$ cat src/rtl/tr_pkg.sv
package tr_pkg;

   typedef enum logic [2:0] {
      RK_NONE   = 3'd0,
      RK_SOF    = 3'd1,
      RK_FF     = 3'd2,
      RK_PRESET = 3'd3,
      RK_MEM    = 3'd4
   } resp_kind_e;

   typedef enum logic [2:0] {
      ST_IDLE = 3'd0,
      ST_SOF  = 3'd1,
      ST_DATA = 3'd2,
      ST_CRC0 = 3'd3,
      ST_CRC1 = 3'd4
   } seq_state_e;

   localparam logic [15:0] CRC_POLY_REFL = 16'h8408;
   localparam logic [15:0] CRC_PRESET    = 16'hFFFF;

   function automatic logic [15:0] crc16_byte(input logic [15:0] c, input logic [7:0] d);
      logic [15:0] r;
      r = c ^ {8'h00, d};
      for (int i = 0; i < 8; i++) begin
         r = r[0] ? ((r >> 1) ^ CRC_POLY_REFL) : (r >> 1);
      end
      return r;
   endfunction

endpackage

$ cat src/rtl/tr_crc16.sv
module tr_crc16
   import tr_pkg::*;
(
   input  logic       clk,
   input  logic       rst_n,
   input  logic       clear,
   input  logic       update,
   input  logic [7:0] din,
   output logic [15:0] crc
);

   always_ff @(posedge clk or negedge rst_n) begin
      if (!rst_n)      crc <= CRC_PRESET;
      else if (clear)  crc <= CRC_PRESET;
      else if (update) crc <= crc16_byte(crc, din);
   end

   AST_CRC_RESTART: assert property (@(posedge clk) disable iff (!rst_n)
      clear |=> (crc == CRC_PRESET));

   AST_CRC_HOLD: assert property (@(posedge clk) disable iff (!rst_n)
      (!clear && !update) |=> $stable(crc));

endmodule

$ cat src/rtl/tr_blockmem.sv
module tr_blockmem #(
   parameter int NUM_BYTES = 256,
   parameter int AW        = 8
) (
   input  logic          clk,
   input  logic          ld_en,
   input  logic [AW-1:0] ld_addr,
   input  logic [7:0]    ld_data,
   input  logic [AW-1:0] rd_addr,
   output logic [7:0]    rd_data
);

   logic [7:0] mem_q [NUM_BYTES];

   always_ff @(posedge clk) begin
      if (ld_en) mem_q[ld_addr] <= ld_data;
   end

   assign rd_data = mem_q[rd_addr];

endmodule

$ cat src/rtl/tr_cmd_decode.sv
module tr_cmd_decode
   import tr_pkg::*;
#(
   parameter int          NUM_BLOCKS  = 32,
   parameter int          LEN_W       = 5,
   parameter int          BLK_W       = 5,
   parameter logic [7:0]  OP_ACTIVATE = 8'h0A,
   parameter logic [7:0]  OP_READ     = 8'h0C,
   parameter logic [7:0]  OP_READ4    = 8'h06,
   parameter logic [7:0]  OP_UPDATE   = 8'h87,
   parameter logic [63:0] PRESET_B0   = 64'h0,
   parameter logic [63:0] PRESET_B1   = 64'h0,
   parameter logic [63:0] PRESET_B2   = 64'h0,
   parameter logic [63:0] PRESET_B5   = 64'h0
) (
   input  logic             full_mode,
   input  logic [LEN_W-1:0] len,
   input  logic [7:0]       opcode,
   input  logic [7:0]       blk_num,
   output resp_kind_e       kind,
   output logic             burst,
   output logic [BLK_W-1:0] blk_idx,
   output logic [63:0]      preset
);

   localparam logic [LEN_W-1:0] CMD_LEN = LEN_W'(4);

   logic is_key_full;
   logic is_key_raw;

   assign blk_idx     = blk_num[BLK_W-1:0];
   assign is_key_full = (blk_idx == BLK_W'(3)) || (blk_idx == BLK_W'(4));
   assign is_key_raw  = (blk_num == 8'd3) || (blk_num == 8'd4);

   always_comb begin
      unique case (blk_num)
         8'd0:    preset = PRESET_B0;
         8'd1:    preset = PRESET_B1;
         8'd2:    preset = PRESET_B2;
         8'd5:    preset = PRESET_B5;
         default: preset = 64'h0;
      endcase
   end

   always_comb begin
      kind  = RK_NONE;
      burst = 1'b0;
      if (len != '0) begin
         if (opcode == OP_ACTIVATE) begin
            kind = RK_SOF;
         end else if (opcode == OP_READ && len == CMD_LEN) begin
            if (full_mode) begin
               kind = is_key_full ? RK_FF : RK_MEM;
            end else if (is_key_raw) begin
               kind = RK_FF;
            end else if (blk_num == 8'd0 || blk_num == 8'd1 ||
                         blk_num == 8'd2 || blk_num == 8'd5) begin
               kind = RK_PRESET;
            end
         end else if (opcode == OP_READ4 && len == CMD_LEN && full_mode) begin
            kind  = RK_MEM;
            burst = 1'b1;
         end else if (opcode == OP_UPDATE) begin
            kind = RK_NONE;
         end
      end
   end

endmodule

$ cat src/rtl/tag_responder.sv
module tag_responder
   import tr_pkg::*;
#(
   parameter int          NUM_BLOCKS      = 32,
   parameter int          MAX_FRAME_BYTES = 16,
   parameter int          TICK_W          = 32,
   parameter int          REPLY_DELAY     = 132,
   parameter int          PIPE_OFFSET     = 0,
   parameter logic [7:0]  OP_ACTIVATE     = 8'h0A,
   parameter logic [7:0]  OP_READ         = 8'h0C,
   parameter logic [7:0]  OP_READ4        = 8'h06,
   parameter logic [7:0]  OP_UPDATE       = 8'h87,
   parameter logic [63:0] PRESET_B0       = 64'h0123_4567_89AB_CDEF,
   parameter logic [63:0] PRESET_B1       = 64'h0000_FFFF_1200_0C12,
   parameter logic [63:0] PRESET_B2       = 64'hFFFF_FFFF_FFFF_FFFE,
   parameter logic [63:0] PRESET_B5       = 64'hFFFF_FFFF_FFFF_FFFF
) (
   input  logic                                   clk,
   input  logic                                   rst_n,
   input  logic                                   full_mode,
   input  logic                                   frame_valid,
   output logic                                   frame_ready,
   input  logic [$clog2(MAX_FRAME_BYTES+1)-1:0]   frame_len,
   input  logic [15:0]                            frame_head,
   input  logic [TICK_W-1:0]                      frame_eof_tick,
   input  logic                                   load_en,
   input  logic [$clog2(NUM_BLOCKS*8)-1:0]        load_addr,
   input  logic [7:0]                             load_data,
   output logic                                   tx_valid,
   input  logic                                   tx_ready,
   output logic [7:0]                             tx_data,
   output logic                                   tx_last,
   output logic                                   tx_empty,
   output logic [TICK_W-1:0]                      tx_start_tick
);

   localparam int LEN_W     = $clog2(MAX_FRAME_BYTES + 1);
   localparam int BLK_W     = $clog2(NUM_BLOCKS);
   localparam int MEM_AW    = $clog2(NUM_BLOCKS * 8);
   localparam int NUM_BYTES = NUM_BLOCKS * 8;
   localparam logic [TICK_W-1:0] START_OFS = TICK_W'(REPLY_DELAY - PIPE_OFFSET);
   localparam logic [5:0] LAST_SINGLE = 6'd7;
   localparam logic [5:0] LAST_BURST  = 6'd31;

   generate
      if (NUM_BLOCKS < 8 || (1 << BLK_W) != NUM_BLOCKS) begin : g_bad_blocks
         $error("NUM_BLOCKS must be a power of two of at least 8");
      end
      if (MAX_FRAME_BYTES < 4) begin : g_bad_frame
         $error("MAX_FRAME_BYTES must cover a 4-byte read command");
      end
      if (REPLY_DELAY < PIPE_OFFSET) begin : g_bad_delay
         $error("PIPE_OFFSET must not exceed REPLY_DELAY");
      end
   endgenerate

   resp_kind_e       dec_kind;
   logic             dec_burst;
   logic [BLK_W-1:0] dec_blk;
   logic [63:0]      dec_preset;

   tr_cmd_decode #(
      .NUM_BLOCKS (NUM_BLOCKS),
      .LEN_W      (LEN_W),
      .BLK_W      (BLK_W),
      .OP_ACTIVATE(OP_ACTIVATE),
      .OP_READ    (OP_READ),
      .OP_READ4   (OP_READ4),
      .OP_UPDATE  (OP_UPDATE),
      .PRESET_B0  (PRESET_B0),
      .PRESET_B1  (PRESET_B1),
      .PRESET_B2  (PRESET_B2),
      .PRESET_B5  (PRESET_B5)
   ) u_decode (
      .full_mode (full_mode),
      .len       (frame_len),
      .opcode    (frame_head[7:0]),
      .blk_num   (frame_head[15:8]),
      .kind      (dec_kind),
      .burst     (dec_burst),
      .blk_idx   (dec_blk),
      .preset    (dec_preset)
   );

   seq_state_e        state_q;
   resp_kind_e        kind_q;
   logic              burst_q;
   logic [MEM_AW-1:0] base_q;
   logic [5:0]        idx_q;
   logic [63:0]       preset_q;
   logic [TICK_W-1:0] tick_q;

   logic [7:0]  mem_rd;
   logic [7:0]  src_byte;
   logic [15:0] crc;
   logic        accept;
   logic        beat_done;
   logic        data_last;

   tr_blockmem #(
      .NUM_BYTES (NUM_BYTES),
      .AW        (MEM_AW)
   ) u_mem (
      .clk     (clk),
      .ld_en   (load_en),
      .ld_addr (load_addr),
      .ld_data (load_data),
      .rd_addr (base_q + MEM_AW'(idx_q)),
      .rd_data (mem_rd)
   );

   assign frame_ready = (state_q == ST_IDLE);
   assign accept      = frame_valid && frame_ready;
   assign tx_valid    = (state_q != ST_IDLE);
   assign beat_done   = tx_valid && tx_ready;
   assign data_last   = (idx_q == (burst_q ? LAST_BURST : LAST_SINGLE));

   always_comb begin
      unique case (kind_q)
         RK_FF:     src_byte = 8'hFF;
         RK_PRESET: src_byte = preset_q[8*idx_q[2:0] +: 8];
         RK_MEM:    src_byte = mem_rd;
         default:   src_byte = 8'h00;
      endcase
   end

   tr_crc16 u_crc (
      .clk    (clk),
      .rst_n  (rst_n),
      .clear  (accept),
      .update (beat_done && state_q == ST_DATA),
      .din    (src_byte),
      .crc    (crc)
   );

   always_comb begin
      unique case (state_q)
         ST_DATA: tx_data = src_byte;
         ST_CRC0: tx_data = ~crc[7:0];
         ST_CRC1: tx_data = ~crc[15:8];
         default: tx_data = 8'h00;
      endcase
   end

   assign tx_last       = (state_q == ST_SOF) || (state_q == ST_CRC1);
   assign tx_empty      = (state_q == ST_SOF);
   assign tx_start_tick = tick_q;

   always_ff @(posedge clk or negedge rst_n) begin
      if (!rst_n) begin
         state_q  <= ST_IDLE;
         kind_q   <= RK_NONE;
         burst_q  <= 1'b0;
         base_q   <= '0;
         idx_q    <= '0;
         preset_q <= '0;
         tick_q   <= '0;
      end else if (accept) begin
         kind_q   <= dec_kind;
         burst_q  <= dec_burst;
         base_q   <= {dec_blk, 3'b000};
         idx_q    <= '0;
         preset_q <= dec_preset;
         tick_q   <= frame_eof_tick + START_OFS;
         unique case (dec_kind)
            RK_NONE: state_q <= ST_IDLE;
            RK_SOF:  state_q <= ST_SOF;
            default: state_q <= ST_DATA;
         endcase
      end else if (beat_done) begin
         unique case (state_q)
            ST_SOF:  state_q <= ST_IDLE;
            ST_DATA: begin
               idx_q <= idx_q + 6'd1;
               if (data_last) state_q <= ST_CRC0;
            end
            ST_CRC0: state_q <= ST_CRC1;
            ST_CRC1: state_q <= ST_IDLE;
            default: state_q <= ST_IDLE;
         endcase
      end
   end

   AST_HOLD_BEAT: assert property (@(posedge clk) disable iff (!rst_n)
      (tx_valid && !tx_ready) |=> (tx_valid && $stable(tx_data) && $stable(tx_last) && $stable(tx_empty)));

   AST_HOLD_TICK: assert property (@(posedge clk) disable iff (!rst_n)
      (tx_valid && !tx_ready) |=> $stable(tx_start_tick));

   AST_BUSY_BLOCKS_FRAMES: assert property (@(posedge clk) disable iff (!rst_n)
      tx_valid |-> !frame_ready);

   AST_REPLY_FOLLOWS: assert property (@(posedge clk) disable iff (!rst_n)
      (accept && dec_kind != RK_NONE) |=> tx_valid);

   AST_SILENT_STAYS_READY: assert property (@(posedge clk) disable iff (!rst_n)
      (accept && dec_kind == RK_NONE) |=> frame_ready);

   AST_SOF_ALONE: assert property (@(posedge clk) disable iff (!rst_n)
      (tx_valid && tx_empty) |-> tx_last);

   AST_KEY_MASKED: assert property (@(posedge clk) disable iff (!rst_n)
      (tx_valid && kind_q == RK_FF && state_q == ST_DATA) |-> (tx_data == 8'hFF));

endmodule

$ cat config.mk
export PLATFORM = sky130hd
export DESIGN_NAME = tag_responder
export DESIGN_NICKNAME = d
export VERILOG_FILES = /design/src/rtl/tr_pkg.sv /design/src/rtl/tr_crc16.sv /design/src/rtl/tr_blockmem.sv /design/src/rtl/tr_cmd_decode.sv /design/src/rtl/tag_responder.sv
export SDC_FILE = /design/constraint.sdc
export NUM_CORES = 2
export LEC_CHECK = 0
export CAP_MARGIN = 20
export CORE_UTILIZATION = 56
export CTS_CLUSTER_DIAMETER = 30
export DETAILED_ROUTE_END_ITERATION = 6
export PLACE_DENSITY_LB_ADDON = 0.08
export RECOVER_POWER = 50
export SLEW_MARGIN = 30
export SYNTH_ARGS = -nofsm -noshare
export SYNTH_HDL_FRONTEND = slang
export SYNTH_SLANG_ARGS = --single-unit
export TNS_END_PERCENT = 20
$ cat constraint.sdc
create_clock -name clk -period 4 [get_ports clk]
set_input_delay 0.4 -clock clk [delete_from_list [all_inputs] [get_ports clk]]
set_output_delay 0.4 -clock clk [all_outputs]
set_load 0.005 [all_outputs]
==> metrics <==
status complete, but fails checks; failing checks capacitance limit, slew limit, setup timing; Synth async-reset ratio 0.0335; Pwr Density around 550 nW/um^2; register area share after synthesis 0.747; hold path endpoint tx_start_tick[1]; Congestion Overflow GR 0; Largest delay share family, worst path buffers and inverters; final WL between 200,000 and 300,000 microns; WP data required roughly 3.6 ns; fin nets about 5,700; H-tree depth 5; final worst-path cycle share 1.28; MaxCap Viol Count 15; Worst Hold Class in -> reg; WL per Instance roughly 33 microns; antenna violations before repair 14; RSZ-0062 raised after global routing yes; Max rail drop VDD around 540 uV; setup TNS after final layout -90.58 ns; number of violations reported at the end of detailed-routing iteration 0 6,984; Distinct cells, synth 93; Post-Syn Instances roughly 4,400; GPL Wtd Cong a little under 1; final hold vios 0; met1 Use GR 0.502; Clock Path Buffers 4; ranking of synthesized cells by area edfxtp_1 (73%), mux4_2 (11%), mux2i_1 (2.6%), dfrtp_1 (1.6%), nor2_1 (1.5%); DRT Pass-1 Iters 5; # DRC 0; Final Cell Area about 110,000 sq um; Critical Path Start Type flip-flop; count leader, synth edfxtp_1; clock slew at reported path FFs about 0.060 ns; Reg2Reg Capture Point u_crc.crc[8]; Final HPWL DP 174,000 microns; Max stage delay cell, worst path fa_4; max-slew violation count roughly 1,200; leading register cell type out of synthesis edfxtp_1; global routing's busiest layer met2; WP buf/inv 7; leakage ~37 nW; first-pass GRT wire length between 300,000 and 400,000 microns; Power, Total roughly 60 mW; min cycle time layout 5.14 ns; slowest stage delay, CP about 0.7 ns; most common library cells after synthesis edfxtp_1 (2,048), mux4_2 (410), nor2_1 (337); skew final roughly 0.1 ns; DIE HEIGHT between 300 and 400 microns; largest net degree at the start of global routing approximately 140; Yosys reg bits 2,119; IO Pins 119; Filler cells about 9,000; drt via density 6.41; r2r setup slk -0.31 ns; GR Util met3 0.0927; R2R cell count 18; Post-Synthesis Cell Area between 80,000 and 90,000 sq um; die area approximately 150,000 sq um; root buf cell clkbuf_16; Rows approximately 140; placed cell areas 94,700 sq um; Fmax between 150 and 200 MHz; Syn Nets about 4,500; Worst Slack Setup Final -1.14 ns; die width approximately 390 microns; syn_area_per_cell a little under 20 sq um; Num CTS Buffers between 400 and 500; GR met2 Demand/Resource 0.514; Initial Util 0.565; Reg2Reg Launch Point idx_q[3]; worst-skew pair later-pin latency around 1 ns; input/output buffers 118; CP Capture Type output port; CP most frequent cell buf_12; min-delay src frame_eof_tick[1]; Max transition margin -2.31; synth warn 0; Slew @ Worst Pin roughly 5 ns; clock sink count ~2,100; Final ANT Viol Nets 0; area grow syn2layout 29.3%; Total GRT Usage 0.351; Yosys top cell area share 0.726; hold path cells 3; critical-path cell list ha_4 -> inv_2 -> fa_4 -> buf_12 -> buf_12 -> buf_12 -> mux4_2 -> mux2i_1 -> buf_4 -> o31ai_1 -> o221ai_4 -> buf_6 -> mux2_2 -> o22ai_1 -> buf_2; WP data arrival 4.74 ns; Setup CP Type reg -> out; Final setup viols roughly 500; number of flops mapped to enable cells by yosys between 2,000 and 2,500; via count 51,185; Max Fanout on Critical Path 9; vias in the first global route about 50,000; CTS tree done; layout cell share with drive strength beyond 1 0.372; largest area contributor in the netlist edfxtp_1; core area between 100,000 and 150,000 sq um
==> stage by stage <==
step                      utilization  hold slack (ns)  std cells  setup WS, ns
final                           0.730           0.0486       7988         -1.14
after global routing            0.730           0.0401       7983         -1.22
after floorplan                     -            0.104       4405         0.194
after detailed placement        0.632            0.465       7192         -1.12
after CTS                       0.730           0.0130       7976         -1.17
after global placement          0.631            0.458       7191         -1.10
==> cell usage in the layout (no fill, tap or decap), types with 58 or more instances in the layout <==
cell and instances:
a21oi_1 59, a22oi_1 128, buf_12 74, buf_4 818, clkbuf_16 430, clkdlybuf4s50_1 98
clkinv_2 58, edfxtp_1 2048, mux2i_1 216, mux4_2 410, nand2_1 232, nand3_1 76
nor2_1 326
==> layer usage <==
metal / vias up / share of wire
met5: - / 0.00018
met4: 6 / 0.042
met3: 615 / 0.12
met2: 3532 / 0.45
met1: 26422 / 0.39
li1: 20610 / -
==> how the worst max path moves through the flow <==
stage | slack (ns) | cells after the start | startpoint | endpoint
finish | -1.14 | 15 | idx_q[3] | tx_data[5]
CTS | -1.17 | 18 | idx_q[3] | tx_data[3]
floorplan | 0.19 | 16 | idx_q[3] | u_crc.crc[9]
global route | -1.22 | 18 | idx_q[3] | tx_data[0]
detailed placement | -1.12 | 17 | base_q[3] | tx_data[5]
global placement | -1.10 | 17 | base_q[3] | tx_data[5]
==> worst reg2reg max path: cells and delay by family, from the launching register on <==
| family | cells | cell delay (ns) |
|---|---|---|
| XOR/XNOR | 2 | 0.63 |
| AO/OA/AOI/OAI | 5 | 0.99 |
| adder cells (fa/ha/maj) | 2 | 0.90 |
| AND/OR/NAND/NOR | 3 | 0.40 |
| buffers and inverters | 6 | 0.91 |
| flip-flops | 1 | 0.41 |
==> cell families after synthesis <==
family / count (synthesis) / synth area share
AO/OA/AOI/OAI: 463 / 0.0389
flip-flops: 2119 / 0.747
buffers and inverters: 278 / 0.0213
XOR/XNOR: 62 / 0.00765
adder cells (fa/ha/maj): 6 / 0.000975
multiplexers: 655 / 0.141
AND/OR/NAND/NOR: 822 / 0.0430
==> state kept, by name (all words and copies together) (netlist names) <==
register       flops
base_q             5
u_mem.mem_q     2048
u_crc.crc         16
burst_q            1
kind_q             3
state_q            3
preset_q           5
idx_q              6
tx_start_tick     32
==> what timing repair did <==
item	in CTS	in global routing
gates resized for setup	164	59
pin swaps	43	29
setup buffers	15	3
hold buffers	3	1
cloned	3	0
setup endpoints to repair	24	24
endpoints found under the hold margin	73	29
==> report_power, final <==
part,leakage (nW),internal [mW],total [mW],switching (mW)
clock network,6.64,22.0,33.8,11.8
logic,10.9,0.853,2.36,1.51
registers,19.3,24.5,24.5,0.0374
==> layout make-up <==
type,count,area [sq um],area share
repair buffers,1062,9300,0.0849
well taps,2016,2520,0.0230
clock inverters,301,2930,0.0268
clock buffers,464,10900,0.0995
multi-input cells,2008,20500,0.187
flip-flops and latches,2119,63300,0.578
diodes,6,15.0,0.000137
inverters,12,45.0,0.000411
Note: power is estimated with default switching activity, not from simulation.
